[src/rtl/secctr_pkg.sv]
package secctr_pkg;

    localparam int unsigned LANE_W_DEF    = 8;
    localparam int unsigned NUM_LANES_DEF = 4;
    localparam int unsigned ADJ_LSB_DEF   = 1;

    // Bus offsets; behaviour depends on these two values
    typedef enum logic [1:0] {
        OFS_CLEAR  = 2'd0,
        OFS_ADJUST = 2'd1,
        OFS_SPARE2 = 2'd2,
        OFS_SPARE3 = 2'd3
    } ofs_e;

    // Decoded per-cycle command
    typedef struct packed {
        logic clear;   // write to clear offset
        logic adjust;  // write to adjust offset
        logic noop;    // adjust selecting no lane
        logic tick;    // one-second pulse
    } cmd_t;

    // Lane select mask within the adjust byte
    function automatic logic [7:0] lane_mask(input int unsigned lsb, input int unsigned n);
        logic [7:0] m;
        m = '0;
        for (int unsigned i = 0; i < 8; i++) begin
            if (i >= lsb && i < lsb + n) m[i] = 1'b1;
        end
        return m;
    endfunction

endpackage

[src/rtl/secctr_cmd_decode.sv]
module secctr_cmd_decode
    import secctr_pkg::*;
#(
    parameter int unsigned NUM_LANES = NUM_LANES_DEF,
    parameter int unsigned ADJ_LSB   = ADJ_LSB_DEF
) (
    input  logic                 wr_en,
    input  logic [1:0]           addr,
    input  logic [7:0]           wr_data,
    input  logic                 tick,
    output cmd_t                 cmd,
    output logic [NUM_LANES-1:0] lane_req
);
    localparam logic [7:0] SEL_MASK = lane_mask(ADJ_LSB, NUM_LANES);

    logic [7:0] eff_bits;   // unselected positions forced high
    logic       is_adjust;

    assign is_adjust = wr_en && (ofs_e'(addr) == OFS_ADJUST);
    assign eff_bits  = wr_data | ~SEL_MASK;

    always_comb begin
        cmd.clear  = wr_en && (ofs_e'(addr) == OFS_CLEAR);
        cmd.adjust = is_adjust;
        cmd.noop   = is_adjust && (&eff_bits);
        cmd.tick   = tick;
    end

    // Active-low lane selects
    for (genvar k = 0; k < NUM_LANES; k++) begin : g_req
        assign lane_req[k] = is_adjust && !eff_bits[ADJ_LSB + k];
    end

endmodule

[src/rtl/secctr_lane.sv]
module secctr_lane #(
    parameter int unsigned W = 8
) (
    input  logic [W-1:0] cur,
    input  logic         direct_req,
    input  logic         lower_sign,
    input  logic         carry_in,
    output logic [W-1:0] nxt,
    output logic         carry_out
);
    logic [1:0] inc;
    logic [W:0] sum;

    // A set top bit below blocks the direct request; carry always passes
    assign inc = {1'b0, direct_req && !lower_sign} + {1'b0, carry_in};
    assign sum = {1'b0, cur} + (W+1)'(inc);

    assign nxt       = sum[W-1:0];
    assign carry_out = sum[W];

endmodule

[src/rtl/secctr_read_mux.sv]
module secctr_read_mux #(
    parameter int unsigned W         = 8,
    parameter int unsigned NUM_LANES = 4,
    parameter int unsigned ADDR_W    = 2
) (
    input  logic [W*NUM_LANES-1:0] value,
    input  logic [ADDR_W-1:0]      addr,
    output logic [W-1:0]           byte_out
);
    // Offset 0 is the most significant lane
    always_comb begin
        byte_out = '0;
        for (int unsigned i = 0; i < NUM_LANES; i++) begin
            if (addr == ADDR_W'(i)) byte_out = value[(NUM_LANES-1-i)*W +: W];
        end
    end

endmodule

[src/rtl/seconds_counter.sv]
module seconds_counter
    import secctr_pkg::*;
#(
    parameter int unsigned LANE_W    = LANE_W_DEF,
    parameter int unsigned NUM_LANES = NUM_LANES_DEF,
    parameter int unsigned ADJ_LSB   = ADJ_LSB_DEF
) (
    input  logic        clk,
    input  logic        rst,
    input  logic        tick,
    input  logic        wr_en,
    input  logic [1:0]  addr,
    input  logic [7:0]  wr_data,
    output logic [7:0]  rd_data,
    output logic [31:0] count
);
    localparam int unsigned CNT_W = LANE_W * NUM_LANES;

    cmd_t                 cmd;
    logic [NUM_LANES-1:0] lane_req;
    logic [CNT_W-1:0]     cnt_q;
    logic [CNT_W-1:0]     cnt_nxt;
    logic [NUM_LANES:0]   carry;

    secctr_cmd_decode #(
        .NUM_LANES (NUM_LANES),
        .ADJ_LSB   (ADJ_LSB)
    ) u_decode (
        .wr_en    (wr_en),
        .addr     (addr),
        .wr_data  (wr_data),
        .tick     (tick),
        .cmd      (cmd),
        .lane_req (lane_req)
    );

    // The tick enters the chain at the least significant lane
    assign carry[0] = cmd.tick;

    for (genvar k = 0; k < NUM_LANES; k++) begin : g_lane
        logic sign_below;
        if (k == 0) begin : g_first
            assign sign_below = 1'b0;
        end else begin : g_upper
            assign sign_below = cnt_q[k*LANE_W - 1];
        end
        secctr_lane #(.W(LANE_W)) u_lane (
            .cur        (cnt_q[k*LANE_W +: LANE_W]),
            .direct_req (lane_req[k]),
            .lower_sign (sign_below),
            .carry_in   (carry[k]),
            .nxt        (cnt_nxt[k*LANE_W +: LANE_W]),
            .carry_out  (carry[k+1])
        );
    end

    // carry[NUM_LANES] leaves the top lane and is dropped
    always_ff @(posedge clk) begin
        if (rst) begin
            cnt_q <= '0;
        end else if (cmd.clear) begin
            cnt_q <= '0;
        end else if (cmd.adjust || cmd.tick) begin
            cnt_q <= cnt_nxt;
        end
    end

    secctr_read_mux #(
        .W         (LANE_W),
        .NUM_LANES (NUM_LANES),
        .ADDR_W    (2)
    ) u_rmux (
        .value    (cnt_q),
        .addr     (addr),
        .byte_out (rd_data)
    );

    assign count = cnt_q;


    p_reset_zero_r1: assert property (@(posedge clk)
        rst |=> (cnt_q == '0));

    // clear beats tick
    p_clear_wins_r3: assert property (@(posedge clk) disable iff (rst)
        cmd.clear |=> (cnt_q == '0));


    p_tick_step_r4: assert property (@(posedge clk) disable iff (rst)
        (cmd.tick && !wr_en) |=> (cnt_q == $past(cnt_q) + CNT_W'(1)));


    p_noop_hold_r6: assert property (@(posedge clk) disable iff (rst)
        (cmd.noop && !cmd.tick) |=> $stable(cnt_q));

    // top lane alone requested while lane below has its sign set
    p_top_blocked_r7: assert property (@(posedge clk) disable iff (rst)
        (cmd.adjust && !cmd.tick && lane_req == (NUM_LANES'(1) << (NUM_LANES-1))
         && cnt_q[(NUM_LANES-1)*LANE_W - 1]) |=> $stable(cnt_q));


    p_idle_hold_r10: assert property (@(posedge clk) disable iff (rst)
        (!cmd.tick && !cmd.clear && !cmd.adjust) |=> $stable(cnt_q));

endmodule

[config.mk]
export PLATFORM = sky130hd
export DESIGN_NAME = seconds_counter
export DESIGN_NICKNAME = d
export VERILOG_FILES = /design/src/rtl/secctr_pkg.sv /design/src/rtl/secctr_cmd_decode.sv /design/src/rtl/secctr_lane.sv /design/src/rtl/secctr_read_mux.sv /design/src/rtl/seconds_counter.sv
export SDC_FILE = /design/constraint.sdc
export NUM_CORES = 1
export LEC_CHECK = 0
export BUFFER_PORTS_ARGS = -buffer_cell sky130_fd_sc_hd__buf_2
export CAP_MARGIN = 40
export CORE_AREA = 2 2 66 68
export DETAILED_ROUTE_END_ITERATION = 7
export DIE_AREA = 0 0 68 70
export GPL_TIMING_DRIVEN = 0
export PLACE_DENSITY = 0.84
export REMOVE_ABC_BUFFERS = 1
export SKIP_CTS_REPAIR_TIMING = 1
export SLEW_MARGIN = 20
export SYNTH_ARGS = -nofsm -noshare
export SYNTH_HDL_FRONTEND = slang
export SYNTH_HIERARCHICAL = 1
export SYNTH_SLANG_ARGS = --single-unit
export TNS_END_PERCENT = 10
[constraint.sdc]
create_clock -name clk -period 10.6 [get_ports clk]
set_input_delay 1.06 -clock clk [delete_from_list [all_inputs] [get_ports clk]]
set_output_delay 1.06 -clock clk [all_outputs]
set_load 0.005 [all_outputs]
==> Yosys cells after proc, flatten, opt, wreduce, memory -nomap -nowiden <==
Index checks and enable logic that the tools add are counted.
{ "word_totals": {"register_bits": 32, "inputBits": 14, "output_inout_bits": 40, "elab_cells": 35} }
{ "op_classes": {"addsub": 8, "n_eq_ne": 3, "n_mux": 4, "reduce_logical": 19} }
{ "ops": {"columns": ["op", "count"], "rows": [
  ["$mux 8", 4],
  ["$add 8x2->9", 3],
  ["$logic_and 1x1->1", 9],
  ["$add 1x1->2", 4],
  ["$add 8x2->8", 1],
  ["$logic_not 1->1", 7],
  ["$eq 2x2->1 const B", 2],
  ["$eq 2x1->1 const B", 1],
  ["$logic_not 2->1", 1],
  ["$reduce_or 2->1", 1],
  ["$logic_or 1x1->1", 1]
]} }

==> Logic depth before layout (Yosys ltp) <==
Gate-level depths: netlist (run 1).
{ "depth": {"word_depth": 11, "ltp_mapped": 28, "depth_no_buf": 28} }

==> Cells and area by module <==
Netlist (run 1), hierarchy kept.
{ "modules_own_cells": {"columns": ["mod", "instances", "cells_each", "area_each_um2", "seq_area_each_um2"], "rows": [
  ["seconds_counter", 1, 148, 1381.3, 640.6],
  ["secctr_lane", 4, 23, 160.2, 0.0],
  ["secctr_read_mux", 1, 10, 196.4, 0.0],
  ["secctr_cmd_decode", 1, 11, 73.8, 0.0]
]} }

==> Worst setup path after synthesis (run 1) <==
Ideal clock, no wire load.
{ "synth_timing": {"path_type": "input-to-reg", "from": "input port addr[1]", "to": "register cnt_q[28] (netlist: count[28])", "setup_time_ns": 0.070, "arrival_ns": 5.026, "required_ns": 10.530, "path_slack_ns": 5.504, "cell_stages": 28, "path_buffers": 0, "path_cell_list": "nand3b_4 -> nor2_1 -> nand2b_1 -> fa_1 -> inv_1 -> ha_1 -> nand3_1 -> nor2_1 -> inv_1 -> fa_1 -> inv_1 -> ha_1 -> nand3_1 -> nor2_1 -> inv_1 -> fa_1 -> inv_1 -> ha_1 -> nand3_1 -> nor2_1 -> inv_1 -> fa_1 -> inv_1 -> ha_1 -> nand3_1 -> xnor2_1 -> o21ai_0 -> a21oi_1"} }
{ "synth_between": {"elab_chain_len": 11, "word_cells_on_any_way": 21, "classes_between": "add/sub: 8; eq/ne: 1; reduce/logical: 12"} }
{ "synth_lines": {"columns": ["element", "line_no", "source"], "rows": [
  ["from (decl)", "seconds_counter.sv:12", "input logic [1:0] addr,"],
  ["$eq 2x1->1", "secctr_cmd_decode.sv:19", "assign is_adjust = wr_en && (ofs_e'(addr) == OFS_ADJUST);"],
  ["$logic_and 1x1->1", "secctr_cmd_decode.sv:19", null],
  ["$logic_and 1x1->1", "secctr_cmd_decode.sv:31", "assign lane_req[k] = is_adjust && !eff_bits[ADJ_LSB + k];"],
  ["named net lane_req[0]", "seconds_counter.sv:20", "logic [NUM_LANES-1:0] lane_req;"],
  ["$add 1x1->2", "secctr_lane.sv:15", "assign inc = {1'b0, direct_req && !lower_sign} + {1'b0, carry_in};"],
  ["$add 8x2->9", "secctr_lane.sv:16", "assign sum = {1'b0, cur} + (W+1)'(inc);"],
  ["named net carry[1]", "seconds_counter.sv:23", "logic [NUM_LANES:0] carry;"],
  ["$add 1x1->2", "secctr_lane.sv:15", null],
  ["$add 8x2->9", "secctr_lane.sv:16", null],
  ["named net carry[2]", "seconds_counter.sv:23", null],
  ["$add 1x1->2", "secctr_lane.sv:15", null],
  ["$add 8x2->9", "secctr_lane.sv:16", null],
  ["named net carry[3]", "seconds_counter.sv:23", null],
  ["$add 1x1->2", "secctr_lane.sv:15", null],
  ["$add 8x2->8", "secctr_lane.sv:16", null],
  ["named net cnt_nxt[28]", "seconds_counter.sv:22", "logic [CNT_W-1:0] cnt_nxt;"],
  ["to (signal assigned)", "seconds_counter.sv:64", "cnt_q <= cnt_nxt;"],
  ["to (decl)", "seconds_counter.sv:21", "logic [CNT_W-1:0] cnt_q;"]
]} }
The timed path passes the listed nets, and every way through them passes these cells.
A chain may end at the register's enable or synchronous reset.

==> Final worst setup path (run 1) <==
{ "layout_timing": {"from": "input port addr[0]", "to": "register cnt_q[31] (netlist: count[31])"} }
Same word-level chain as after synthesis.

==> metrics.txt, run 1 <==
Mapped Area=2270 um^2; PD cells=89.6 nW/um^2; gr ovfl total=0; max reg flops=32; DR WL met2=2520 um; post-route ant nets=0; Worst Path Required=10.82 ns; initial core utilization=54.8%; drt first pass iters=4; post-synthesis average cell area=8.84 um^2; Fmax=0.178 GHz; Vias=1,952; Crit path arrival time=5.82 ns; status=completed; CTS sink cnt=32; initial DRC count=120; CP endpoint kind=flop; cell depth of the worst flop-to-flop path=25; Num CTS Buffers=5; HPWL after DPL=3500 um; number of global-route vias before repair=1,747; Util after Layout=61.4%; Worst-Skew Late Latency=0.29 ns; clk root buf=clkbuf_8; H-tree levels=2; min Tclk post-route=5.61 ns; pin count of the biggest net entering global routing=66; peak supply drop=0.0489 mV; Post-Route M1 WL=2250 um; hold crit path type=flop to flop; critical path class=primary input to flop; final number of hold-violating endpoints=0; TNS Setup=0 ns; FP Rows=24; count of boundary I/O pins=54; maximum clock path buffer count=2; Max Used Layer=met4; # port buffers=49; Final Skew=0.00598 ns; final WL=5050 um; overall global routing resource usage=22.8%; Synth Instances=257; # diodes=0; Routed WL per cell=14.7 um; die extent in y=70 um; Area Overhead vs Synth=12.0%; placer congestion estimate=0.776; die area=4760 um^2; Via density=5.67; first-pass GRT wire length=8310 um; Slew Limit Headroom=56.6%; period utilisation layout=52.9%; Slew Viols, Final=0; layout cell share with drive strength beyond 1=24.3%; Residual DRC=0; initial antenna violation count=0; actual slew at the worst max-slew pin=0.651 ns; metal3 WL=213 um; Final setup viols=0; Lkg Pwr=0.00112 uW; core area=4140 um^2; crit path max fanout=10; CP startpoint kind=primary input; die width=68 um; TritonCTS clock tree=yes; CTS clk-pin slew, worst paths=0.06 ns; hold path depth=2; Fillers=356; max_cap viols=0; synth warn=6; Final Net Count=316; RSZ-0062 raised after global routing=no
## critical path: stages
cell and delay, ns:
buf_2 0.29, nand3b_4 0.16, nor2_1 0.12, nand2b_1 0.07
fa_1 0.39, inv_1 0.07, ha_1 0.23, nand3_1 0.09
nor2_1 0.11, inv_1 0.07, fa_1 0.42, inv_1 0.07
ha_1 0.22, nand3_1 0.09, nor2_1 0.09, inv_1 0.07
fa_1 0.41, inv_1 0.08, ha_1 0.23, nand3_1 0.10
nor2_1 0.11, inv_1 0.07, fa_1 0.42, nand3b_2 0.26
nor2_1 0.15, xor2_1 0.15, o21ai_1 0.07, a21oi_1 0.14
## area by class of cell
type                       instances  area (um^2)  share of cell area [%]
tap                               52         65.1                    2.56
timing repair buffer              52          300                    11.8
inverter                          17         63.8                    2.51
clock buffer                       5         68.8                    2.71
sequential                        32          641                    25.2
multi-input combinational        186         1410                    55.2
## report_power, final
group / internal [uW] / switching (uW)
registers: 121 / 0.958
logic: 7.78 / 13.3
clock network: 42.2 / 42.5
## per-layer routing
metal / GRT usage, % / up-vias
met5: 0 / -
met4: 6.44 / 0
met2: 37.9 / 40
met1: 29.7 / 940
li1: - / 965
met3: 4.67 / 7
## stage by stage
stage | instances | total power, uW | hold slack, ns | setup slack (ns) | area, um^2
3_5_place_dp | 338 | 145 | 0.577 | 4.35 | 2450
2_1_floorplan | 235 | 133 | 0.565 | 5.49 | 2110
6_report | 344 | 228 | 0.585 | 4.99 | 2540
5_1_grt | 344 | 236 | 0.614 | 4.53 | 2540
4_1_cts | 343 | 229 | 0.591 | 4.64 | 2520
3_3_place_gp | 336 | 143 | 0.567 | 4.51 | 2420
## path summary, 6_finish.rpt
check	start	endpoint	slack, ns
hold / removal	count[24]$_SDFFE_PP0P_	count[24]$_SDFFE_PP0P_	0.59
setup / recovery	addr[0]	count[31]$_SDFFE_PP0P_	4.99
hold reg to reg	count[24]$_SDFFE_PP0P_	count[24]$_SDFFE_PP0P_	0.59
setup reg to reg	count[0]$_SDFFE_PP0P_	count[31]$_SDFFE_PP0P_	5.89
## layout by cell type, fill, tap and decap left out
| cell type | count |
|---|---|
| buf_2 | 49 |
| or3b_1 | 32 |
| a21oi_1 | 32 |
| dfxtp_1 | 32 |
| o21ai_1 | 19 |
| inv_1 | 16 |
| nor2_1 | 15 |
| o21ai_0 | 13 |
| xor2_1 | 12 |
| xnor2_1 | 12 |
| nand3_1 | 11 |
| mux4_2 | 8 |
| clkbuf_8 | 5 |
| nand2b_1 | 4 |
| nand4_1 | 4 |
| nand3b_2 | 4 |
| and3_1 | 4 |
| nand2_1 | 4 |
| fa_1 | 4 |
| ha_1 | 4 |
| buf_12 | 2 |
| or2_1 | 1 |
| conb_1 | 1 |
| buf_8 | 1 |
| nand3b_4 | 1 |
| inv_2 | 1 |
| nor3b_1 | 1 |
Note: power is estimated with default switching activity, not from simulation.
==> run 2, diff against run 1 <==
--- a/config.mk
+++ b/config.mk
@@ -5,13 +5,14 @@
 export SDC_FILE = /design/constraint.sdc
 export NUM_CORES = 1
 export LEC_CHECK = 0
+export ABC_AREA = 1
 export BUFFER_PORTS_ARGS = -buffer_cell sky130_fd_sc_hd__buf_2
 export CAP_MARGIN = 40
-export CORE_AREA = 2 2 66 68
+export CORE_AREA = 2 2 71 73
 export DETAILED_ROUTE_END_ITERATION = 7
-export DIE_AREA = 0 0 68 70
+export DIE_AREA = 0 0 73 75
 export GPL_TIMING_DRIVEN = 0
-export PLACE_DENSITY = 0.84
+export PLACE_DENSITY = 0.78
 export REMOVE_ABC_BUFFERS = 1
 export SKIP_CTS_REPAIR_TIMING = 1
 export SLEW_MARGIN = 20
==> constraint.sdc (replaced) <==
create_clock -name clk -period 5.5 [get_ports clk]
set_input_delay 0.55 -clock clk [delete_from_list [all_inputs] [get_ports clk]]
set_output_delay 0.55 -clock clk [all_outputs]
set_load 0.005 [all_outputs]
==> run 2 against run 1 <==
Largest power group unchanged. Critical endpoint is now count[30]$_SDFFE_PP0P_. Setup slack got worse by 4.6 ns. Highest routed layer unchanged. Flip-flop and latch count did not move. Combinational power increased to 6.0 times the previous value. Synthesized area up 7.4%. First-iteration DRC count is 24% higher. Worst hold slack worse by 0.020 ns. Sequential share of layout area down 2.7 points. Register-to-register slack worse by 5.2 ns. Critical path depth up 9. Clock power is 130% higher.
==> metrics.txt, run 2 <==
status=completed; Lkg Pwr=0.00144 uW (+29%); initial antenna violation count=0 (unchanged); metal3 WL=302 um (+42%); cell depth of the worst flop-to-flop path=33 (+32%); CP max-delay cell=fa_2; HPWL after DPL=3960 um (+13%); Final Skew=0.00739 ns (+0.00141 ns); core area=4660 um^2 (+12%); Fmax=0.195 GHz; overall global routing resource usage=20.2% (-2.6 points); min Tclk post-route=5.14 ns; TNS Setup=0 ns (unchanged); post-route ant nets=0 (unchanged); hold path startpoint=count[24]$_SDFFE_PP0P_; Worst R2R End=count[30]$_SDFFE_PP0P_; Final Power=596 uW (+160%); hold endpoint=count[24]$_SDFFE_PP0P_; count of boundary I/O pins=54 (unchanged); internal power=402 uW (+140%); Max Used Layer=met4; post-synthesis average cell area=6.10 um^2 (-31%); combinational power share=21.1% (+12 points); H-tree levels=2 (unchanged); initial core utilization=52.3% (-2.5 points); pin count of the biggest net entering global routing=34 (-48%); final number of hold-violating endpoints=0 (unchanged); Switching Share=32.5% (+7.6 points); # diodes=0 (unchanged); Worst-Skew Late Latency=0.29 ns (about the same); period utilisation layout=93.4%; FP Rows=25 (+4.2%); Crit path arrival time=5.32 ns (-0.50 ns); Cell Count, Final, Fillers Out=499 (+45%); CTS clk-pin slew, worst paths=0.07 ns (about the same); clock share of power=32.2% (-5.0 points); gr ovfl total=0 (unchanged); CP startpoint kind=primary input; Vias=2,424 (+24%); PD cells=210 nW/um^2 (+130%); die area=5480 um^2 (+15%); first-pass GRT wire length=8570 um (+3.2%); RR Startpoint=count[0]$_SDFFE_PP0P_; slowest stage delay, CP=0.38 ns (-0.04 ns); actual slew at the worst max-slew pin=0.753 ns (+0.102 ns); # port buffers=49 (unchanged); Area Overhead vs Synth=16.6%; crit path max fanout=19 (+9); Placed Area=2650 um^2 (+7.7%); max_cap viols=0 (unchanged); initial DRC count=149 (+24%); Final Net Count=466 (+47%); final WL=5620 um (+11%); NetSw=194 uW (+240%); synth warn=6 (unchanged); die width=73 um (+7.4%); CTS sink cnt=32 (unchanged); Via density=4.86 (-14%); peak supply drop=0.150 mV (+210%); R2R setup slack=0.73 ns (-5.16 ns); drt first pass iters=8 (+4); Final setup viols=0 (unchanged); maximum clock path buffer count=2 (unchanged); layout cell share with drive strength beyond 1=21.3% (-3.0 points); commonest cells after routing, fill and taps aside=nand2_1 (124), nor2_1 (76), inv_1 (63); Synth Instances=400 (+56%); commonest non-fill, non-tap cell in the layout=nand2_1; placed insts=489 (+45%); Num CTS Buffers=5 (unchanged); Slew Viols, Final=0 (unchanged); DR WL met2=2680 um (+6.1%); sequential group share of total power=46.7% (-6.9 points); critical path class=primary input to flop; Routed WL per cell=11.3 um (-23%); hold path depth=4 (+2); Slew Limit Headroom=49.7% (-6.9 points); TritonCTS clock tree=yes; die extent in y=75 um (+7.1%); Residual DRC=0 (unchanged); Worst Path Required=5.69 ns (-5.13 ns); CP endpoint kind=flop; placer congestion estimate=0.876 (+13%); Mapped Area=2440 um^2 (+7.4%); clk root buf=clkbuf_8; hold crit path type=flop to flop; number of global-route vias before repair=1,890 (+8.2%); design area=2840 um^2 (+12%); Fillers=401 (+13%); Post-Route M1 WL=2590 um (+15%); worst hold slack=0.566 ns (-0.0196 ns); max reg flops=32 (unchanged); Top cell by count, worst path=nor2_1
-- run 2: through the flow --
step | utilization (%) | setup slack (ns)
2_1_floorplan | - | 0.164
3_3_place_gp | 56.1 | -0.620
3_5_place_dp | 56.8 | -0.671
4_1_cts | 58.7 | -0.398
5_1_grt | 61.0 | -0.0124
6_report | 61.0 | 0.364
-- run 2: worst max-delay path, delay by kind of cell --
family | cells | cell delay [ns]
and+or+nand+nor | 19 | 1.71
buffers and inverters | 9 | 0.75
AOI/OAI and AO/OA | 1 | 0.14
adders and majority gates | 8 | 2.14
-- run 2: area by class of cell --
class | count | area, um^2 | share of cell area [%]
tap | 54 | 67.6 | 2.38
multi-input combinational | 285 | 1490 | 52.5
clock buffer | 6 | 82.6 | 2.90
sequential | 32 | 641 | 22.5
clock inverter | 2 | 10.0 | 0.352
inverter | 68 | 258 | 9.06
timing repair buffer | 52 | 293 | 10.3
-- run 2: per-layer routing --
layer	global-route usage [%]	up-vias
li1	-	1266
met2	33.7	80
met5	0	-
met3	4.95	6
met4	4.94	0
met1	26.5	1072
-- run 2: power groups by stage --
stage / Clock [uW] / Combinational (uW) / Sequential (uW)
floorplan: 0 / 74.7 / 277
global placement: 0 / 115 / 281
detailed placement: 0 / 121 / 282
CTS: 194 / 122 / 277
global route: 207 / 144 / 282
finish: 192 / 126 / 279
-- run 2: how the worst max path moves through the flow --
| stage | depth (start not counted) | slack (ns) | to | startpoint |
|---|---|---|---|---|
| floorplan | 36 | 0.16 | count[30]$_SDFFE_PP0P_ | addr[1] |
| global placement | 36 | -0.62 | count[30]$_SDFFE_PP0P_ | addr[0] |
| detailed placement | 36 | -0.67 | count[30]$_SDFFE_PP0P_ | addr[0] |
| CTS | 36 | -0.40 | count[30]$_SDFFE_PP0P_ | addr[0] |
| global route | 37 | -0.01 | count[30]$_SDFFE_PP0P_ | addr[1] |
| finish | 37 | 0.36 | count[30]$_SDFFE_PP0P_ | addr[1] |
